## config.mk

```make
export PLATFORM = sky130hd
export DESIGN_NAME = asyncRx
export DESIGN_NICKNAME = d
export VERILOG_FILES = /design/src/rtl/asyncRxPkg.sv /design/src/rtl/asyncRxCtrl.sv /design/src/rtl/asyncRxDatapath.sv /design/src/rtl/asyncRx.sv
export SDC_FILE = /design/constraint.sdc
export NUM_CORES = 1
export LEC_CHECK = 0
export BUFFER_PORTS_ARGS = -buffer_cell sky130_fd_sc_hd__buf_2
export CORE_ASPECT_RATIO = 0.5
export CORE_MARGIN = 4
export CORE_UTILIZATION = 55
export CTS_CLUSTER_SIZE = 24
export DETAILED_ROUTE_END_ITERATION = 7
export PLACE_DENSITY = 0.77
export SYNTH_ARGS = -nofsm -noshare
export SYNTH_HDL_FRONTEND = slang
export SYNTH_SLANG_ARGS = --single-unit
```

## constraint.sdc

```tcl
create_clock -name clk -period 2.45 [get_ports clk]
set_clock_uncertainty 0.1 [all_clocks]
set_input_delay 0.3675 -clock clk [delete_from_list [all_inputs] [get_ports clk]]
set_output_delay 0.3675 -clock clk [all_outputs]
set_load 0.1 [all_outputs]
```

## src/rtl/asyncRxPkg.sv

```systemverilog
package asyncRxPkg;

  typedef enum logic [2:0] {
    ST_IDLE   = 3'd0,
    ST_START  = 3'd1,
    ST_DATA   = 3'd2,
    ST_PARITY = 3'd3,
    ST_STOP   = 3'd4,
    ST_HOLD   = 3'd5,
    ST_BREAK  = 3'd6
  } rxState_e;

  // strobes from control to datapath, valid for one clock
  typedef struct packed {
    logic clearChar;
    logic shiftBit;
    logic grabParity;
    logic finish;
    logic breakStart;
    logic breakEnd;
  } rxStrobe_t;

  localparam logic [1:0] PAR_NONE  = 2'd0;
  localparam logic [1:0] PAR_EVEN  = 2'd1;
  localparam logic [1:0] PAR_ODD   = 2'd2;
  localparam logic [1:0] PAR_FORCE = 2'd3;

endpackage

```

## src/rtl/asyncRxCtrl.sv

```systemverilog
module asyncRxCtrl
  import asyncRxPkg::*;
#(
  parameter int OVERSAMPLE = 16,
  parameter int MIN_BITS   = 5,
  parameter int MAX_BITS   = 8,
  parameter int LEN_SEL_W  = 2
) (
  input  logic                 clk,
  input  logic                 rstN,
  input  logic                 sampleEn,
  input  logic                 rxBit,
  input  logic                 cfgX16,
  input  logic [LEN_SEL_W-1:0] cfgCharLen,
  input  logic [1:0]           cfgParity,
  input  logic                 charZero,
  output rxStrobe_t            strobe
);

  localparam int CW   = $clog2(OVERSAMPLE);
  localparam int BW   = $clog2(MAX_BITS);
  localparam int MID  = OVERSAMPLE / 2 - 1;
  localparam int LAST = OVERSAMPLE - 1;

  rxState_e      st, stNext;
  logic [CW-1:0] tick, tickNext;
  logic [BW-1:0] bitCnt, bitNext;
  logic [BW-1:0] lenLast;
  logic          tickLast, tickMid, parityOn;

  assign lenLast  = BW'(MIN_BITS - 1) + BW'(cfgCharLen);
  assign parityOn = (cfgParity != PAR_NONE);
  assign tickMid  = (tick == CW'(MID));
  assign tickLast = cfgX16 ? (tick == CW'(LAST)) : 1'b1;

  always_comb begin
    stNext   = st;
    tickNext = tick;
    bitNext  = bitCnt;
    strobe   = '0;
    if (sampleEn) begin
      unique case (st)
        ST_IDLE: begin
          if (!rxBit) begin
            tickNext = '0;
            if (cfgX16) begin
              stNext = ST_START;
            end else begin
              stNext           = ST_DATA;
              bitNext          = '0;
              strobe.clearChar = 1'b1;
            end
          end
        end
        ST_START: begin
          if (tickMid) begin
            tickNext = '0;
            if (!rxBit) begin
              stNext           = ST_DATA;
              bitNext          = '0;
              strobe.clearChar = 1'b1;
            end else begin
              stNext = ST_IDLE;
            end
          end else begin
            tickNext = tick + 1'b1;
          end
        end
        ST_DATA: begin
          if (tickLast) begin
            tickNext        = '0;
            strobe.shiftBit = 1'b1;
            if (bitCnt == lenLast) begin
              stNext = parityOn ? ST_PARITY : ST_STOP;
            end else begin
              bitNext = bitCnt + 1'b1;
            end
          end else begin
            tickNext = tick + 1'b1;
          end
        end
        ST_PARITY: begin
          if (tickLast) begin
            tickNext          = '0;
            strobe.grabParity = 1'b1;
            stNext            = ST_STOP;
          end else begin
            tickNext = tick + 1'b1;
          end
        end
        ST_STOP: begin
          if (tickLast) begin
            tickNext      = '0;
            strobe.finish = 1'b1;
            if (rxBit) begin
              stNext = ST_IDLE;
            end else if (charZero) begin
              strobe.breakStart = 1'b1;
              stNext            = ST_BREAK;
            end else begin
              stNext = cfgX16 ? ST_HOLD : ST_IDLE;
            end
          end else begin
            tickNext = tick + 1'b1;
          end
        end
        ST_HOLD: begin
          if (tickMid) begin
            tickNext = '0;
            stNext   = ST_IDLE;
          end else begin
            tickNext = tick + 1'b1;
          end
        end
        ST_BREAK: begin
          if (rxBit) begin
            strobe.breakEnd = 1'b1;
            stNext          = ST_IDLE;
          end
        end
        default: stNext = ST_IDLE;
      endcase
    end
  end

  always_ff @(posedge clk or negedge rstN) begin
    if (!rstN) begin
      st     <= ST_IDLE;
      tick   <= '0;
      bitCnt <= '0;
    end else begin
      st     <= stNext;
      tick   <= tickNext;
      bitCnt <= bitNext;
    end
  end

endmodule

```

## src/rtl/asyncRxDatapath.sv

```systemverilog
module asyncRxDatapath
  import asyncRxPkg::*;
#(
  parameter int MIN_BITS  = 5,
  parameter int MAX_BITS  = 8,
  parameter int LEN_SEL_W = 2
) (
  input  logic                 clk,
  input  logic                 rstN,
  input  logic                 rxBit,
  input  rxStrobe_t            strobe,
  input  logic [LEN_SEL_W-1:0] cfgCharLen,
  input  logic [1:0]           cfgParity,
  input  logic                 cfgForceLvl,
  input  logic [MAX_BITS-1:0]  cfgMatchChar,
  input  logic                 rxTake,
  output logic                 charZero,
  output logic                 rxValid,
  output logic [MAX_BITS-1:0]  rxData,
  output logic                 rxParityErr,
  output logic                 rxFrameErr,
  output logic                 rxMatch,
  output logic                 overrunEvt,
  output logic                 breakStartEvt,
  output logic                 breakEndEvt
);

  localparam int LW = $clog2(MAX_BITS + 1);

  logic [MAX_BITS-1:0] shiftReg;
  logic                parBit;
  logic [LW-1:0]       curLen;
  logic [MAX_BITS-1:0] lenMask, alignedChar;
  logic                dataOnes, parityBad;

  assign curLen      = LW'(MIN_BITS) + LW'(cfgCharLen);
  assign lenMask     = ~({MAX_BITS{1'b1}} << curLen);
  // bits enter at the top, so the finished character sits in the upper end
  assign alignedChar = shiftReg >> (LW'(MAX_BITS) - curLen);
  assign dataOnes    = ^alignedChar;
  assign charZero    = (shiftReg == '0);

  always_comb begin
    unique case (cfgParity)
      PAR_EVEN:  parityBad = dataOnes ^ parBit;
      PAR_ODD:   parityBad = ~(dataOnes ^ parBit);
      PAR_FORCE: parityBad = parBit ^ cfgForceLvl;
      default:   parityBad = 1'b0;
    endcase
  end

  always_ff @(posedge clk or negedge rstN) begin
    if (!rstN) begin
      shiftReg <= '0;
      parBit   <= 1'b0;
    end else begin
      if (strobe.clearChar) begin
        shiftReg <= '0;
      end else if (strobe.shiftBit) begin
        shiftReg <= {rxBit, shiftReg[MAX_BITS-1:1]};
      end
      if (strobe.grabParity) begin
        parBit <= rxBit;
      end
    end
  end

  always_ff @(posedge clk or negedge rstN) begin
    if (!rstN) begin
      rxValid       <= 1'b0;
      rxData        <= '0;
      rxParityErr   <= 1'b0;
      rxFrameErr    <= 1'b0;
      rxMatch       <= 1'b0;
      overrunEvt    <= 1'b0;
      breakStartEvt <= 1'b0;
      breakEndEvt   <= 1'b0;
    end else begin
      overrunEvt    <= 1'b0;
      breakStartEvt <= strobe.breakStart;
      breakEndEvt   <= strobe.breakEnd;
      if (strobe.finish) begin
        rxValid     <= 1'b1;
        rxData      <= alignedChar;
        rxParityErr <= parityBad;
        rxFrameErr  <= ~rxBit;
        rxMatch     <= (alignedChar == (cfgMatchChar & lenMask));
        overrunEvt  <= rxValid & ~rxTake;
      end else if (rxTake) begin
        rxValid <= 1'b0;
      end
    end
  end

endmodule

```

## src/rtl/asyncRx.sv

```systemverilog
module asyncRx
  import asyncRxPkg::*;
#(
  parameter int OVERSAMPLE = 16,
  parameter int MIN_BITS   = 5,
  parameter int MAX_BITS   = 8,
  parameter int LEN_SEL_W  = 2
) (
  input  logic                 clk,
  input  logic                 rstN,
  input  logic                 sampleEn,
  input  logic                 rxLine,
  input  logic                 cfgX16,
  input  logic [LEN_SEL_W-1:0] cfgCharLen,
  input  logic [1:0]           cfgParity,
  input  logic                 cfgForceLvl,
  input  logic [MAX_BITS-1:0]  cfgMatchChar,
  input  logic                 rxTake,
  output logic                 rxValid,
  output logic [MAX_BITS-1:0]  rxData,
  output logic                 rxParityErr,
  output logic                 rxFrameErr,
  output logic                 rxMatch,
  output logic                 overrunEvt,
  output logic                 breakStartEvt,
  output logic                 breakEndEvt
);

  rxStrobe_t strobe;
  logic      charZero;

  asyncRxCtrl #(
    .OVERSAMPLE(OVERSAMPLE), .MIN_BITS(MIN_BITS),
    .MAX_BITS(MAX_BITS), .LEN_SEL_W(LEN_SEL_W)
  ) u_ctrl (
    .clk(clk), .rstN(rstN), .sampleEn(sampleEn), .rxBit(rxLine),
    .cfgX16(cfgX16), .cfgCharLen(cfgCharLen), .cfgParity(cfgParity),
    .charZero(charZero), .strobe(strobe)
  );

  asyncRxDatapath #(
    .MIN_BITS(MIN_BITS), .MAX_BITS(MAX_BITS), .LEN_SEL_W(LEN_SEL_W)
  ) u_dp (
    .clk(clk), .rstN(rstN), .rxBit(rxLine), .strobe(strobe),
    .cfgCharLen(cfgCharLen), .cfgParity(cfgParity),
    .cfgForceLvl(cfgForceLvl), .cfgMatchChar(cfgMatchChar),
    .rxTake(rxTake), .charZero(charZero), .rxValid(rxValid),
    .rxData(rxData), .rxParityErr(rxParityErr), .rxFrameErr(rxFrameErr),
    .rxMatch(rxMatch), .overrunEvt(overrunEvt),
    .breakStartEvt(breakStartEvt), .breakEndEvt(breakEndEvt)
  );

endmodule

```

==> results.cfg, run 1 <==
[route]
wl_microns = 5190
drc_errors = 0
ant_nets = 0
drt_iter0_drc = 113
routedWlPerCell_microns = 14.7
num_vias = 2034
drt_first_pass_iters = 4
post_drt_via_cell_ratio = 5.76

[clock_network]
clkLatencyLatePin_ns = 0.29
root_buffer = clkbuf_8
cts-buffers-inserted = 5
cts_resized = 0
clkTransAtPathRegs_ns = 0.08
clk_path_buf_depth = 2
holdBufCountCts = 0
cts_max_level = 2
cts.sinks = 34
postCtsSetupBuffers = 0
cts_tree = done

[synth]
synthDistinctLibCells = 55
seq_area_frac_synth_pct = 35.7
netlist_instances = 256
syn-cell-area_sq_mm = 0.00238
avgSynthCellArea_sq_um = 9.31
ys_seq_elements = 34
synth_edf_count = 0
ys.warnings.count = 0
syn_nets = 281
synth_flop_cell = dfrtp_1
synth_async_sr_flop_share_pct = 100

[cells_and_area]
fillerInstances = 322
layout.nets = 323
final-seq-area_sq_um = 851
area_growth_syn_to_layout_pct = 17.1
drive_gt1_share_pct = 25.1
fin_area_sq_mm = 0.00279
multi_input_area_sq_mm = 0.00143
antenna_cells = 0

[timing]
slew_headroom_pct = 48.2
tightest_slew_ns = 0.778
fin_crit_ns = 2.31
finalCritPeriodShare_pct = 94.4
final-setup-viol-count = 0
tns_ns = 0
clock.fmax_ghz = 0.433
final_hold_viol_count = 0
report.final.slew_viol_count = 0
rsz0062_at_grt = false

[worst_setup_path]
path_class = primary input to flip-flop
r2r_slack_ns = 0.16
arrival_ns = 2.39
crit_chain = buf_2 > inv_6 > ha_4 > mux4_2 > xnor2_2 > xnor2_1 > xnor3_1 > o22ai_1 > nand3b_1
cp.required_ns = 2.53
crit_path_top_delay_cell = mux4_2
end_kind = flip-flop
slowest_delay_ns = 0.54
path_max_fanout = 2
start_kind = primary input

[status]
status = completed

[place]
placed_area_sq_mm = 0.00268
gp_congestion = 0.861
hpwlAfterDp_microns = 3820
port_buffers = 33

[floorplan]
design.core.area_sq_mm = 0.00404
fp.dieW_microns = 101
dieHeight_microns = 54.5
ios = 34
initial_core_util_pct = 58.9
die_area_sq_mm = 0.00551
rows = 16

[global_route]
grt_pass1_wl_microns = 9030
grt_pass1_vias = 1923
grt_max_degree = 35
track_usage_pct = 21.6
grt_busiest_layer = met2
grtUsageMet1_pct = 28.3
gr-usage-met3_pct = 5.47
grt_antenna_before_repair = 0
use_met2_pct = 35.8
grt_overflow = 0

[power]
p_leak_nw = 1.27
max-vdd-ir-drop_v = 0.000519
p_per_area_mw_per_mm2 = 943

[worst_hold_path]
holdCritPathClass = primary input to asynchronous set/reset pin

[run]
max-cap-violations = 0
==> cell usage after synthesis (4+ instances only) <==
master	instances	area share, %
dfrtp_1	34	36
nand3b_1	7	2.2
inv_1	10	1.6
xnor2_1	11	4.0
nand2b_1	5	1.3
mux2i_1	10	4.2
clkbuf_1	10	1.6
xor2_1	5	1.8
ha_1	6	3.2
nand2_1	29	4.6
a21oi_1	5	1.1
nand3_1	7	1.5
nor2_1	26	4.1
o21ai_0	19	4.0
nor2b_1	4	1.1
o22ai_1	5	1.3
==> per-stage QoR <==
step	setup slack, ns	instances	hold slack (ns)	util (%)	power [mW]
after global routing	0.0233	353	0.114	69.0	2.83
final	0.138	353	0.0499	69.0	2.63
after global placement	-0.0925	345	0.356	66.2	2.09
after CTS	0.144	353	0.0735	69.0	2.64
after floorplan	-0.0560	256	-0.0281	-	1.85
after detailed placement	-0.159	345	0.366	66.2	2.14
==> cell families (layout without fill, tap and decap cells) <==
family	after synthesis	in the layout	synth area share, %
xor gates and xnor gates	19	19	8.19
and+or+nand+nor	98	98	20.7
AOI/OAI and AO/OA	56	56	16.6
muxes	18	18	10.8
DFF	34	34	35.7
buffers and inverters	25	68	4.83
adders and majority gates	6	6	3.15
==> critical path: cells and delay by family <==
kind                     cells  cell delay [ns]
XOR/XNOR                     3             0.77
adder cells (fa/ha/maj)      1             0.27
buffers and inverters        2             0.17
AND/OR/NAND/NOR              1             0.09
AO/OA/AOI/OAI                1             0.18
multiplexers                 1             0.54
==> final timing paths <==
check / start / endpoint / cells after the start
hold reg to reg: u_dp.rxData[5] / u_dp.rxData[5] / 2
setup / recovery: cfgCharLen[0] / u_dp.rxParityErr / 9
setup reg to reg: u_dp.shiftReg[4] / u_dp.rxParityErr / 6
max in group asynchronous: rstN / u_dp.rxData[1] / 1
hold / removal: rstN / u_ctrl.tick[3] / 1
min in group clk: rxTake / u_dp.overrunEvt / 3
==> flip-flops by register name, indices dropped and copies added (netlist names), 3 cells and up <==
register       count
u_ctrl.st          3
u_dp.shiftReg      8
u_ctrl.bitCnt      3
u_dp.rxData        8
u_ctrl.tick        4
==> report_power, final <==
group          internal, mW  switching, mW
Clock                 0.284          0.215
Sequential            0.688          0.170
Combinational         0.504          0.768
Total                  1.48           1.15
==> layout by cell type (no fill, tap or decap), types with 5 or more instances in the layout <==
master,instances
nand2b_1,5
o22ai_1,5
mux2i_1,10
inv_1,9
a21oi_1,5
buf_4,17
o21ai_0,19
nor2_1,26
dfrtp_1,34
clkbuf_8,8
xnor2_1,11
xor2_1,5
ha_1,5
nand3_1,7
nand2_1,29
nand3b_1,7
buf_2,33
==> per-layer routing <==
metal	routed length [microns]	share of wire, %
met5	0	0
met2	2390	46
met4	23	0.44
met1	2420	47
met3	345	6.7
==> final cells by class <==
class                   instances  share of cell area, %
clock buffers                   8                   3.95
inverters                      10                   1.53
multi-input cells             197                   51.1
flip-flops and latches         34                   30.5
well taps                      54                   2.42
repair buffers                 50                   10.5
No activity file was read; power rests on OpenSTA's default activity.
==> run 2: changes to the inputs <==
Settings changed: CORE_UTILIZATION 55 to 28, CTS_CLUSTER_DIAMETER set to 30, PLACE_DENSITY 0.77 to 0.45.
==> results.cfg, run 2 (synthesis results as in run 1) <==
[status]
status = completed

[timing]
report.final.slew_viol_count = 0
clock.fmax_ghz = 0.437
final_hold_viol_count = 0
fin_crit_ns = 2.29
finalCritPeriodShare_pct = 93.5
final-setup-viol-count = 0
postLayoutSetupSlackWorst_ns = 0.159
tightest_slew_ns = 0.819
slew_headroom_pct = 45.4
rsz0062_at_grt = false

[worst_setup_path]
worstReg2RegStart = u_dp.shiftReg[4]
timing.rr.end = u_dp.rxParityErr
end_kind = flip-flop
path_max_fanout = 2
r2r_cells = 6
r2r_slack_ns = 0.19
path_class = primary input to flip-flop
arrival_ns = 2.35
start_kind = primary input
cp.required_ns = 2.51

[place]
dp_slack_ns = -0.150
dp.cells = 405
placed_area_sq_mm = 0.00277
port_buffers = 33
gp_congestion = 0.814
hpwlAfterDp_microns = 4350

[floorplan]
initial_core_util_pct = 29.3
ios = 34
die_area_sq_mm = 0.0101
rows = 23
fp.dieW_microns = 138
dieHeight_microns = 73.2
design.core.area_sq_mm = 0.00814

[clock_network]
cts-buffers-inserted = 5
clkTransAtPathRegs_ns = 0.06
cts.sinks = 34
root_buffer = clkbuf_16
cts_max_level = 2
clk_path_buf_depth = 2
cts_tree = done
holdBufCountCts = 0
clkLatencyLatePin_ns = 0.28

[route]
ant_nets = 0
post_drt_via_cell_ratio = 4.78
wl_microns = 5720
num_vias = 1974
drt_iter0_drc = 88
drt_first_pass_iters = 4
routedWlPerCell_microns = 13.9
drc_errors = 0

[global_route]
grt_max_degree = 35
grt_pass1_wl_microns = 9730
grt_pass1_vias = 1910
grt_antenna_before_repair = 0
track_usage_pct = 11.9
grt_overflow = 0

[cells_and_area]
stdcell_count = 413
area_growth_syn_to_layout_pct = 22.6
reg_top3 = u_dp.rxData x8, u_dp.shiftReg x8, u_ctrl.tick x4
final_common_cell = dfrtp_1
antenna_cells = 0
layout_common_cells = dfrtp_1, buf_2, nand2_1
drive_gt1_share_pct = 25.6
fin_area_sq_mm = 0.00292
layout.nets = 325
fillerInstances = 843

[power]
p_clk_share_pct = 23.0
max-vdd-ir-drop_v = 0.000329
combPwrFrac_pct = 46.3
p_sw_share_pct = 42.6
power.switching_mw = 1.19
power_frac_seq_pct = 30.7
p_leak_nw = 1.30
p_per_area_mw_per_mm2 = 955
internal_power_mw = 1.60

[run]
max-cap-violations = 0

[worst_hold_path]
holdCritPathClass = primary input to asynchronous set/reset pin
run 2: changes by cell type in the layout (fill, tap and decap cells not counted), sizes merged:
cell and change:
buf +2, clkbuf -1, clkinv +1
run 2: through the flow:
| step | utilization, % | setup TNS [ns] | power [mW] | hold WS [ns] |
|---|---|---|---|---|
| final | 35.9 | 0 | 2.79 | 0.0863 |
| after global routing | 35.9 | 0 | 2.99 | 0.151 |
| after CTS | 35.8 | 0 | 2.82 | 0.119 |
| after detailed placement | 34.0 | -0.215 | 2.16 | 0.365 |
| after global placement | 34.0 | -0.117 | 2.14 | 0.358 |
| after floorplan | - | -0.0560 | 1.85 | -0.0281 |
run 2: worst max-delay path: stages:
cell      delay, ns
buf_2          0.12
inv_6          0.04
ha_4           0.26
mux4_2         0.54
xnor2_2        0.16
xnor2_1        0.20
xnor3_1        0.38
o22ai_1        0.18
nand3b_1       0.09
run 2: area by class of cell:
type                    count  area [sq um]  area share [%]
repair buffers             52           308            10.5
clock buffers               7           143            4.88
clock inverters             1          5.00           0.171
flip-flops and latches     34           851            29.1
inverters                  10          42.5            1.46
well taps                 112           140            4.80
multi-input cells         197          1430            49.0
run 2: layer usage:
layer	up-vias	part of all wire, %	GRT usage [%]
met5	-	0	0
met4	0	0.68	2.63
met3	4	3.4	3.66
met2	22	45	18.9
met1	939	51	16.2
li1	1009	-	-
run 2: worst max path at each step:
stage | from | endpoint | slack [ns] | depth (start not counted)
after CTS | cfgCharLen[0] | u_dp.rxParityErr | 0.14 | 9
after global routing | cfgCharLen[0] | u_dp.rxParityErr | 0.08 | 10
after floorplan | cfgCharLen[0] | u_dp.rxParityErr | -0.06 | 9
after detailed placement | cfgCharLen[0] | u_dp.rxParityErr | -0.15 | 9
after global placement | cfgCharLen[0] | u_dp.rxParityErr | -0.11 | 9
final | cfgCharLen[0] | u_dp.rxParityErr | 0.16 | 9
run 2: what timing repair did:
item / 4_1_cts / 5_1_grt
buffers inserted: 0 / 0
resized for setup: 0 / 1
endpoints found under the setup margin: 0 / 1
run 2: power groups by stage:
stage / Combinational, mW / Clock [mW] / Sequential [mW]
finish: 1.29 / 0.642 / 0.857
floorplan: 0.813 / 0 / 1.04
global route: 1.42 / 0.693 / 0.879
detailed placement: 1.30 / 0 / 0.866
CTS: 1.30 / 0.666 / 0.857
global placement: 1.27 / 0 / 0.866
==> run 3: changes to the inputs <==
Settings changed: CAP_MARGIN set to 20, CTS_CLUSTER_SIZE 24 to 8, SETUP_SLACK_MARGIN set to 0.4.
==> results.cfg, run 3 (synthesis results as in run 1) <==
[status]
status = completed

[place]
placed_area_sq_mm = 0.00279
dp.cells = 405
dp_slack_ns = -0.130
gp_congestion = 0.809
port_buffers = 33
hpwlAfterDp_microns = 4400

[floorplan]
die_area_sq_mm = 0.0101
fp.dieW_microns = 138
ios = 34
rows = 23
initial_core_util_pct = 29.3
design.core.area_sq_mm = 0.00814
dieHeight_microns = 73.2

[worst_setup_path]
path_class = primary input to flip-flop
start_kind = primary input
arrival_ns = 2.18
path_max_fanout = 3
crit_buf_inv = 3
worstReg2RegStart = u_dp.shiftReg[5]
end_kind = flip-flop
slowest_delay_ns = 0.54
path_delay_family = multiplexers
startpoint = cfgCharLen[0]
crit_path_top_delay_cell = mux4_2
cp.required_ns = 2.51
crit_chain = buf_8 > inv_6 > ha_4 > buf_6 > mux4_2 > xnor2_2 > xnor3_1 > o22ai_1 > nand3b_1

[timing]
final-setup-viol-count = 0
final_hold_viol_count = 0
tns_ns = 0
tightest_slew_ns = 0.804
postLayoutSetupSlackWorst_ns = 0.328
report.final.slew_viol_count = 0
slew_headroom_pct = 46.4
rsz0062_at_grt = true
clock.fmax_ghz = 0.471
finalCritPeriodShare_pct = 86.6
fin_crit_ns = 2.12

[clock_network]
clkTransAtPathRegs_ns = 0.05
clkLatencyLatePin_ns = 0.28
cts.sinks = 34
root_buffer = clkbuf_16
clk_path_buf_depth = 2
cts_tree = done
holdBufCountCts = 0
cts_max_level = 2
cts-buffers-inserted = 5

[route]
drt_iter0_drc = 140
ant_nets = 0
routedWlPerCell_microns = 14.1
num_vias = 2068
drc_errors = 0
post_drt_via_cell_ratio = 4.82
drt_first_pass_iters = 5
wl_microns = 6050

[cells_and_area]
fin_area_sq_mm = 0.00313
final_common_cell = buf_4
stdcell_count = 429
reg_top3 = u_dp.rxData x8, u_dp.shiftReg x8, u_ctrl.tick x4
layout_common_cells = buf_4, buf_2, nand2_1
drive_gt1_share_pct = 33.8
antenna_cells = 0
layout.nets = 342
area_growth_syn_to_layout_pct = 31.4
fillerInstances = 841
final_core_util_pct = 38.4

[power]
p_leak_nw = 1.39
max-vdd-ir-drop_v = 0.000352
power_frac_seq_pct = 28.8
combPwrFrac_pct = 50.8
p_per_area_mw_per_mm2 = 940
p_sw_share_pct = 42.1
internal_power_mw = 1.71
p_clk_share_pct = 20.4
power.switching_mw = 1.24

[global_route]
grt_pass1_vias = 2000
grt_overflow = 0
track_usage_pct = 12.4
grt_antenna_before_repair = 0
grt_pass1_wl_microns = 10000
grt_max_degree = 35

[run]
max-cap-violations = 0

[worst_hold_path]
holdCritPathClass = primary input to asynchronous set/reset pin
[run 3: worst paths after layout]
path | to | slack [ns] | depth (start not counted)
min in group clk | u_dp.overrunEvt | 0.25 | 3
worst min-delay path | u_ctrl.tick[2] | 0.08 | 1
max in group asynchronous | u_ctrl.st[2] | 1.61 | 1
worst max-delay path | u_dp.rxParityErr | 0.33 | 9
worst min register to register | u_dp.rxFrameErr | 0.37 | 2
worst max register to register | u_dp.rxMatch | 0.35 | 7
[run 3: final cells by class]
type | count | area, sq um | area share [%]
multi-input cells | 197 | 1490 | 47.6
flip-flops and latches | 34 | 858 | 27.4
repair buffers | 69 | 464 | 14.8
well taps | 112 | 140 | 4.48
clock buffers | 7 | 133 | 4.24
inverters | 10 | 45.0 | 1.44
[run 3: power groups by stage]
| stage | Sequential, mW | Clock, mW | Combinational, mW |
|---|---|---|---|
| after floorplan | 1.05 | 0 | 0.823 |
| after CTS | 0.872 | 0.622 | 1.34 |
| after global placement | 0.875 | 0 | 1.29 |
| final | 0.847 | 0.601 | 1.50 |
| after detailed placement | 0.880 | 0 | 1.30 |
| after global routing | 0.867 | 0.652 | 1.64 |
[run 3: repair_timing]
action,CTS,global route
endpoints found under the setup margin,4,10
setup buffers,4,13
pin swaps,7,2
gates resized for setup,13,10
[run 3: through the flow]
stage / total power [mW] / hold WS (ns)
final: 2.94 / 0.0807
after global routing: 3.16 / 0.162
after CTS: 2.83 / 0.116
after detailed placement: 2.18 / 0.367
after global placement: 2.16 / 0.358
after floorplan: 1.87 / -0.0281
[run 3: worst reg2reg max path, stage by stage (launching register included)]
cell and delay (ns):
dfrtp_2 0.45, mux4_2 0.53, buf_4 0.18, xnor2_1 0.12
nand3_1 0.07, o21ai_0 0.08, a22o_1 0.23, a32o_1 0.23
[run 3: per-layer routing]
| layer | GRT usage (%) | part of all wire (%) | vias up |
|---|---|---|---|
| li1 | - | - | 1044 |
| met1 | 16.6 | 51 | 994 |
| met2 | 19.9 | 44 | 23 |
| met3 | 3.60 | 3.2 | 7 |
| met4 | 3.29 | 1.1 | 0 |
| met5 | 0 | 0 | - |
